<file path="config.mk">
export PLATFORM = sky130hd
export DESIGN_NAME = evt_dest_rotator
export DESIGN_NICKNAME = d
export VERILOG_FILES = /design/src/rtl/evt_dest_pkg.sv /design/src/rtl/dest_lut_mux.sv /design/src/rtl/evt_run_counter.sv /design/src/rtl/rr_slot_pointer.sv /design/src/rtl/evt_dest_rotator.sv
export SDC_FILE = /design/constraint.sdc
export NUM_CORES = 1
export LEC_CHECK = 0
export ABC_AREA = 1
export ABC_CLOCK_PERIOD_IN_PS = 3200
export BUFFER_PORTS_ARGS = -buffer_cell sky130_fd_sc_hd__buf_2
export CELL_PAD_IN_SITES_DETAIL_PLACEMENT = 0
export CELL_PAD_IN_SITES_GLOBAL_PLACEMENT = 1
export CORE_AREA = 8 8 105 155
export CTS_CLUSTER_DIAMETER = 120
export DETAILED_ROUTE_END_ITERATION = 7
export DIE_AREA = 0 0 113 163
export PLACE_DENSITY_LB_ADDON = 0.1
export SKIP_LAST_GASP = 1
export SYNTH_ARGS = -nofsm -noshare
export SYNTH_HDL_FRONTEND = slang
export SYNTH_SLANG_ARGS = --single-unit
</file>
<file path="constraint.sdc">
create_clock -name clk -period 3.2 [get_ports clk]
set_input_delay 0 -clock clk [delete_from_list [all_inputs] [get_ports clk]]
set_output_delay 0 -clock clk [all_outputs]
set_load 0.03 [all_outputs]
</file>
<file path="src/rtl/evt_dest_pkg.sv">
package evt_dest_pkg;

  // Action requested by the run counter from the slot pointer
  typedef enum logic [1:0] {
    ACT_HOLD    = 2'd0,
    ACT_COUNT   = 2'd1,
    ACT_ADVANCE = 2'd2,
    ACT_REWIND  = 2'd3
  } slot_act_e;

endpackage

</file>
<file path="src/rtl/dest_lut_mux.sv">
module dest_lut_mux #(
  parameter int NUM_SLOTS = 16,
  parameter int ID_W      = 4,
  localparam int SLOT_W   = $clog2(NUM_SLOTS),
  localparam int TBL_W    = NUM_SLOTS * ID_W
) (
  input  logic [TBL_W-1:0]  tbl_flat,
  input  logic [SLOT_W-1:0] sel,
  output logic [ID_W-1:0]   id_out
);

  logic [ID_W-1:0] entry [NUM_SLOTS];

  // Unpack one field per slot, lowest field first
  for (genvar k = 0; k < NUM_SLOTS; k++) begin : g_unpack
    assign entry[k] = tbl_flat[k*ID_W +: ID_W];
  end

  assign id_out = entry[sel];

endmodule

</file>
<file path="src/rtl/evt_run_counter.sv">
module evt_run_counter
  import evt_dest_pkg::*;
#(
  parameter int CNT_W = 32
) (
  input  logic             clk,
  input  logic             rst,
  input  logic             evt,
  input  logic [CNT_W-1:0] cfg_len,
  output slot_act_e        act
);

  logic [CNT_W-1:0] cnt_q;
  logic [CNT_W-1:0] lim_q;
  logic             zero_mode;
  logic             run_last;

  assign zero_mode = (lim_q == '0);
  assign run_last  = (cnt_q == lim_q - CNT_W'(1));

  always_comb begin
    if (zero_mode)
      act = ACT_REWIND;
    else if (evt && run_last)
      act = (cfg_len == '0) ? ACT_REWIND : ACT_ADVANCE;
    else if (evt)
      act = ACT_COUNT;
    else
      act = ACT_HOLD;
  end

  always_ff @(posedge clk) begin
    if (rst) begin
      cnt_q <= '0;
      lim_q <= '0;
    end else if (zero_mode) begin
      cnt_q <= '0;
      lim_q <= cfg_len;
    end else if (evt && run_last) begin
      cnt_q <= '0;
      lim_q <= cfg_len;
    end else if (evt) begin
      cnt_q <= cnt_q + CNT_W'(1);
    end
  end

  // the counter never reaches the latched limit
  a_r3_cnt_below_limit: assert property (@(posedge clk) disable iff (rst)
    !zero_mode |-> cnt_q < lim_q);

  // the limit is reloaded only at a switch point or in zero mode
  a_r6_limit_held: assert property (@(posedge clk) disable iff (rst)
    (!zero_mode && !(evt && run_last)) |=> $stable(lim_q));

  // zero mode keeps the pointer at the first entry
  a_r5_zero_rewinds: assert property (@(posedge clk) disable iff (rst)
    zero_mode |-> act == ACT_REWIND);

endmodule

</file>
<file path="src/rtl/rr_slot_pointer.sv">
module rr_slot_pointer
  import evt_dest_pkg::*;
#(
  parameter int NUM_SLOTS = 16,
  localparam int SLOT_W   = $clog2(NUM_SLOTS)
) (
  input  logic              clk,
  input  logic              rst,
  input  slot_act_e         act,
  output logic [SLOT_W-1:0] slot_d,
  output logic [SLOT_W-1:0] slot_q
);

  localparam logic [SLOT_W-1:0] LAST = SLOT_W'(NUM_SLOTS - 1);

  always_comb begin
    unique case (act)
      ACT_REWIND:  slot_d = '0;
      ACT_ADVANCE: slot_d = (slot_q == LAST) ? '0 : slot_q + SLOT_W'(1);
      default:     slot_d = slot_q;
    endcase
  end

  always_ff @(posedge clk) begin
    if (rst) slot_q <= '0;
    else     slot_q <= slot_d;
  end

  // an advance steps by one, wrapping after the last slot
  a_r4_step_wrap: assert property (@(posedge clk) disable iff (rst)
    act == ACT_ADVANCE |=>
      slot_q == (($past(slot_q) == LAST) ? '0 : $past(slot_q) + SLOT_W'(1)));

  // hold and count leave the pointer alone
  a_r7_no_move: assert property (@(posedge clk) disable iff (rst)
    (act == ACT_HOLD || act == ACT_COUNT) |=> $stable(slot_q));

  // a rewind lands on slot 0
  a_r5_rewind_zero: assert property (@(posedge clk) disable iff (rst)
    act == ACT_REWIND |=> slot_q == '0);

endmodule

</file>
<file path="src/rtl/evt_dest_rotator.sv">
module evt_dest_rotator
  import evt_dest_pkg::*;
#(
  parameter int NUM_SLOTS = 16,
  parameter int ID_W      = 4,
  parameter int REG_W     = 32,
  parameter int CNT_W     = 32,
  localparam int SLOT_W   = $clog2(NUM_SLOTS),
  localparam int TBL_W    = NUM_SLOTS * ID_W
) (
  input  logic              clk,
  input  logic              rst,
  input  logic [REG_W-1:0]  tbl_lo,
  input  logic [REG_W-1:0]  tbl_hi,
  input  logic [CNT_W-1:0]  run_len,
  input  logic              evt_done,
  output logic [ID_W-1:0]   dest_id,
  output logic [SLOT_W-1:0] dest_slot
);

  slot_act_e         act;
  logic [SLOT_W-1:0] slot_d;
  logic [SLOT_W-1:0] slot_q;
  logic [ID_W-1:0]   id_next;
  logic [TBL_W-1:0]  tbl_flat;
  logic [ID_W-1:0]   id_q;

  assign tbl_flat = TBL_W'({tbl_hi, tbl_lo});

  evt_run_counter #(.CNT_W(CNT_W)) u_cnt (
    .clk     (clk),
    .rst     (rst),
    .evt     (evt_done),
    .cfg_len (run_len),
    .act     (act)
  );

  rr_slot_pointer #(.NUM_SLOTS(NUM_SLOTS)) u_ptr (
    .clk    (clk),
    .rst    (rst),
    .act    (act),
    .slot_d (slot_d),
    .slot_q (slot_q)
  );

  dest_lut_mux #(.NUM_SLOTS(NUM_SLOTS), .ID_W(ID_W)) u_lut (
    .tbl_flat (tbl_flat),
    .sel      (slot_d),
    .id_out   (id_next)
  );

  // Registered ID, looked up from the slot taken at this edge
  always_ff @(posedge clk) begin
    if (rst) id_q <= '0;
    else     id_q <= id_next;
  end

  assign dest_id   = id_q;
  assign dest_slot = slot_q;

  // reset returns the selection to slot 0
  a_r1_reset_slot0: assert property (@(posedge clk)
    rst |=> dest_slot == '0);

  // with no event and a stable table, the output stays put
  a_r7_idle_stable: assert property (@(posedge clk) disable iff (rst)
    (!evt_done && $stable(tbl_flat) && !$past(rst)) |=> $stable(dest_id));

endmodule

</file>
# Yosys cells after proc, flatten, opt, wreduce, memory -nomap -nowiden
# Cells that the tools add are included.
[word_totals] in_bits=99 output_inout_bits=8 regBits=72 elab_cells=29
[classes] n_reduce_logical=5 bitwise=1 magnitude_cmp=1 muxes=11 add_sub_neg=3 eq_ne=4
[ops] op="32-bit logical NOT" n=2
[ops] op="32-bit 2-to-1 mux" n=2
[ops] op="32-bit by 1-bit adder with 32-bit output, second input constant" n=1
[ops] op="32-bit == test" n=1
[ops] op="32-bit by 1-bit subtractor with 32-bit output, second input constant" n=1
[ops] op="4-bit binary-select mux with 4-bit select" n=1
[ops] op="4-bit 2-to-1 mux" n=3
[ops] op="4-bit one-hot mux with 2 select lines" n=1
[ops] op="5-bit >= comparator, second input constant" n=1
[ops] op="4-bit inverter with 5-bit output" n=1
[ops] op="4-bit by 1-bit adder with 4-bit output, second input constant" n=1
[ops] op="2-bit == test, second input constant" n=2
[ops] op="4-bit == test, second input constant" n=1
[ops] op="2-bit 2-to-1 mux" n=2
[ops] op="3-bit OR reduction" n=1
[ops] op="1-bit 2-to-1 mux" n=2
[ops] op="2-bit nonzero test" n=1
[ops] op="1-bit logical AND" n=1

# Logic depth before layout (Yosys ltp)
[logic_depth] depth_word=11 ltp_mapped=26 mapped_depth_nobuf=26

# Hierarchy
# From an unflattened synthesis, not the netlist that was laid out.
[hier_totals] cells_unflattened=1018 hier_area_um2=5998.3
[modules_own_cells] module="evt_run_counter" cells_per_inst=775 seq_area_each_um2=1281.2 area_per_inst_um2=4807.1 instances=1
[modules_own_cells] module="dest_lut_mux" cells_per_inst=195 seq_area_each_um2=0.0 area_per_inst_um2=854.6 instances=1
[modules_own_cells] module="rr_slot_pointer" cells_per_inst=36 seq_area_each_um2=80.1 area_per_inst_um2=226.5 instances=1
[modules_own_cells] module="evt_dest_rotator" cells_per_inst=12 seq_area_each_um2=80.1 area_per_inst_um2=110.1 instances=1

# Worst setup path before layout
# Ideal clock, no wire load.
[synth_path] kind="reg2reg" from="register u_cnt.lim_q[0]" to="register id_q[0] (netlist: dest_id[0])" path_buffers=2 t_required_ns=3.087 synth_period_minus_slack_ns=2.604 setup_time_ns=0.113 arrival_time_ns=2.491 slack_ns=0.596 path_stages_with_launch=22 path_cell_list="dfxtp_1 -> inv_1 -> ha_1 -> nand2_2 -> nor2_4 -> buf_6 -> nand4_1 -> nand3_1 -> nand2_1 -> nor2_1 -> nand2_1 -> nor2_1 -> nand3_1 -> nand2_1 -> inv_2 -> nand2_4 -> nand2_4 -> buf_2 -> o21ai_0 -> nand3_1 -> nand3_1 -> nand2_1"
[synth_between] elab_chain_cells=11 word_cells_on_any_way=13 cone_classes="add/sub: 1; eq/ne: 3; mux: 6; bitwise: 1; reduce/logical: 2"
[synth_lines] item="start: declaration" line="evt_run_counter.sv:14" rtl="logic [CNT_W-1:0] lim_q;"
[synth_lines] item="start signal: assignment" line="evt_run_counter.sv:38" rtl="lim_q <= cfg_len;"
[synth_lines] item="start signal: assignment" line="evt_run_counter.sv:41" rtl="lim_q <= cfg_len;"
[synth_lines] item="32-bit by 1-bit subtractor with 32-bit output" line="evt_run_counter.sv:19" rtl="assign run_last = (cnt_q == lim_q - CNT_W'(1));"
[synth_lines] item="32-bit == test" line="evt_run_counter.sv:19"
[synth_lines] item="1-bit logical AND" line="evt_run_counter.sv:24" rtl="else if (evt && run_last)"
[synth_lines] item="2-bit 2-to-1 mux" line="evt_run_counter.sv:24"
[synth_lines] item="2-bit 2-to-1 mux *" line="evt_run_counter.sv:22" rtl="if (zero_mode)"
[synth_lines] item="2-bit == test" line="rr_slot_pointer.sv:17" rtl="unique case (act)"
[synth_lines] item="4-bit one-hot mux with 2 select lines *" line="rr_slot_pointer.sv:17"
[synth_lines] item="4-bit inverter with 5-bit output (implied by the code) *" line="dest_lut_mux.sv:19" rtl="assign id_out = entry[sel];"
[synth_lines] item="4-bit binary-select mux with 4-bit select *" line="dest_lut_mux.sv:19"
[synth_lines] item="4-bit 2-to-1 mux (implied by the code) * (2 in series)" line="dest_lut_mux.sv:19"
[synth_lines] item="end signal: assignment" line="evt_dest_rotator.sv:55" rtl="else id_q <= id_next;"
[synth_lines] item="end: declaration" line="evt_dest_rotator.sv:26" rtl="logic [ID_W-1:0] id_q;"
# Mark *: on every way between the ends. The rest lies on a longest branch, timed or not. The select of a mux whose other input is x is not followed.
# A chain may end at the register's enable or synchronous reset.

# Final worst setup path
[layout_path] from="register u_cnt.lim_q[0]" to="register id_q[3] (netlist: dest_id[3])"
# The elaborated chain is that of the path after synthesis.

==> impl_metrics.csv <==
group,metric,value,unit
placement,dp_hpwl,14500,um
clock_network,clk_latency,0.33,ns
power_and_ir_drop,clkPwrFrac,26.6,%
logic_synthesis,synth_ff_type,"dfxtp_1",
floorplanning,dieArea,18400,um^2
hold_path,hold_end,"dest_id[3]",
grt,grt_pass1_vias,5934,
placement,place_inst,1117,
routing,drt_iter0_drc,314,
logic_synthesis,yosysTopAreaCellShare,27.5,%
floorplanning,start_util,37.7,%
worst_setup_path,critPathKind,"flop to flop",
clock_network,cts_sinks,72,
power_and_ir_drop,peakVddDrop,0.305,mV
floorplanning,die_h,163,um
worst_setup_path,r2r_setup_slack,0.19,ns
worst_setup_path,start_kind,"flop",
final_layout,nets,1109,
sta,drv_slew,0,
power_and_ir_drop,p_leak,3.23,nW
final_layout,layout-drive-gt1-share,19.5,%
worst_setup_path,worstPathArrival,3.24,ns
worst_setup_path,worstReg2RegEnd,"dest_id[3]",
worst_setup_path,worstReg2RegStart,"u_cnt.lim_q[0]",
final_layout,syn_to_final_growth,31.3,%
logic_synthesis,synth-edff-count,0,
logic_synthesis,netlist_instances,850,
routing,vias,5919,
sta,worstMarginPinSlew,0.706,ns
routing,drt_wl_total,18000,um
logic_synthesis,seq_area_frac_synth,27.5,%
power_and_ir_drop,seqPwrFrac,25.7,%
routing,drt_first_pass_iters,5,
sta,setup_slack,0.189,ns
logic_synthesis,synth_top_cell_by_area,"dfxtp_1",
final_layout,antenna_cells,0,
grt,antenna_found_initial,0,
logic_synthesis,ys_warn_count,0,
grt,grt_usage,19.2,%
grt,grt_pass1_wl,28200,um
hold_path,whs_path_depth,5,
power_and_ir_drop,p_sw,1.72,mW
sta,finalHoldViolCount,0,
placement,io_buffer_count,106,
hold_path,min_path_type,"input port to flop",
hold_path,min_from,"tbl_lo[3]",
sta,fin_crit_sh,94.1,%
clock_network,cts-buffers-inserted,9,
sta,fin_crit,3.01,ns
sta,slew_headroom,52.9,%
power_and_ir_drop,finalPower,4.15,mW
sta,setup_viol,0,
sta,whs,0.0361,ns
routing,wire_per_inst,15.3,um
sta,fmax,332,MHz
worst_setup_path,ff2ff_path_depth,22,
floorplanning,core_area,13900,um^2
worst_setup_path,required,3.43,ns
power_and_ir_drop,switching_share,41.4,%
sta,clock_skew,0.00876,ns
placement,place_congestion,0.901,
clock_network,cts-htree-levels,3,
worst_setup_path,cp_max_fo,9,
status,status,"complete, no violations",
power_and_ir_drop,power-per-cell-area,603,nW/um^2
logic_synthesis,ys_types,35,
logic_synthesis,synth.cell_area,5240,um^2
routing,drc,0,
clock_network,cts_buffer_depth,2,
logic_synthesis,syn_nets,953,
routing,ant_nets,0,
flow_run,drv_cap,0,
power_and_ir_drop,p_int,2.43,mW
routing,via_per_inst,5.03,
worst_setup_path,endpoint_kind,"flop",
logic_synthesis,ys_ff_latch,72,
clock_network,clk_pin_slew,0.06,ns
floorplanning,rows,53,
final_layout,final_cells,1176,
floorplanning,io_pins,107,
clock_network,cts_tree,"done",
clock_network,root_buffer,"clkbuf_16",
logic_synthesis,avgSynthCellArea,6.17,um^2
placement,dp_slack,0.0522,ns
grt,grt.overflow.total,0,
floorplanning,fp.dieW,113,um
grt,grt_max_degree,40,
logic_synthesis,synth_area_leaders,"dfxtp_1 (27%), nand2_1 (14%), nor2_1 (10%)",
power_and_ir_drop,p_comb_share,47.6,%
logic_synthesis,synthArstFlopShare,0,%
==> metrics by stage <==
| stage | utilization (%) | setup TNS, ns | cell area (um^2) |
|---|---|---|---|
| finish | 49.4 | 0 | 6880 |
| global route | 49.4 | -0.0810 | 6880 |
| CTS | 48.0 | 0 | 6690 |
| detailed placement | 43.3 | 0 | 6030 |
| global placement | 43.3 | 0 | 6030 |
| floorplan | - | 0 | 5240 |
==> worst max path at each step <==
stage,start,end
finish,u_cnt.lim_q[0],dest_id[3]
global route,u_cnt.lim_q[0],dest_id[1]
CTS,u_cnt.lim_q[0],dest_id[0]
detailed placement,u_cnt.lim_q[0],dest_id[0]
global placement,u_cnt.lim_q[5],dest_id[3]
floorplan,u_cnt.lim_q[0],dest_id[0]
==> timing repair <==
| action | 4_1_cts | 5_1_grt |
|---|---|---|
| setup endpoints to repair | 0 | 51 |
| buffers inserted | 0 | 7 |
| hold buffers | 33 | 0 |
| resized for setup | 0 | 21 |
| hold endpoints to repair | 34 | 0 |
==> kinds of logic (layout without fill, tap and decap cells) <==
kind of cell,after synthesis,in the layout,share of synthesized area [%]
xor+xnor,41,41,6.85
buf+inv,143,303,11.1
simple gates,501,502,43.5
fa+ha+maj,4,4,0.954
flops,72,72,27.5
compound gates,89,89,10.1
==> Yosys cell counts, types with 10 or more instances <==
cell,n
nor2_1,141
a21oi_1,26
dfxtp_1,72
o21ai_0,23
xnor2_1,16
inv_1,112
xor2_1,25
nand4_1,24
nand3b_1,10
nand3_1,78
nand2_1,189
clkbuf_1,13
nor3_1,18
a211oi_1,28
==> worst max-delay path: stages, from the launching register on <==
cell and delay (ns):
dfxtp_1 0.33, inv_1 0.06, buf_4 0.16, ha_4 0.24, nand2_1 0.06, nand3_1 0.09, nor2_2 0.14, nand2_1 0.06
nor2_1 0.10, nand2_1 0.07, nor2_2 0.15, nand3_2 0.11, nor2_4 0.15, nand4_1 0.16, nor2_2 0.17, nand2_2 0.11
nand2_8 0.14, buf_12 0.13, a21oi_1 0.06, o21ai_1 0.14, nand3_1 0.11, nand3_1 0.09, nand2_1 0.05
==> layout by cell type, fill, tap and decap left out, types with 25 or more instances in the layout <==
cell	n
buf_4	26
buf_2	106
nand2_1	187
dlygate4sd3_1	33
a211oi_1	28
nor2_1	134
nand3_1	76
dfxtp_1	72
inv_1	112
a21oi_1	25
xor2_1	25
==> sequential cells by signal, indices dropped and copies added (netlist names) <==
register,cells
dest_id,4
u_cnt.cnt_q,32
u_cnt.lim_q,32
u_ptr.slot_q,4
==> area by class of cell <==
type / count / area, um^2
clock inverters: 5 / 78.8
flip-flops and latches: 72 / 1440
well taps: 165 / 206
fillers: 1459 / 7040
clock buffers: 11 / 253
multi-input cells: 636 / 3300
inverters: 117 / 442
repair buffers: 170 / 1160
==> metal layers <==
metal | track usage (%) | wire length [um]
met1 | 20.0 | 7240
met2 | 34.4 | 9180
met3 | 4.31 | 705
met4 | 11.2 | 867
met5 | 0 | 0
==> power by group through the flow <==
stage / Combinational [mW] / Sequential [mW] / Clock, mW
2_1_floorplan: 1.35 / 1.06 / 0
3_3_place_gp: 1.85 / 1.08 / 0
3_5_place_dp: 1.85 / 1.09 / 0
4_1_cts: 1.89 / 1.07 / 1.13
5_1_grt: 2.22 / 1.08 / 1.17
6_report: 1.98 / 1.07 / 1.11
(Power assumes the default switching activity.)
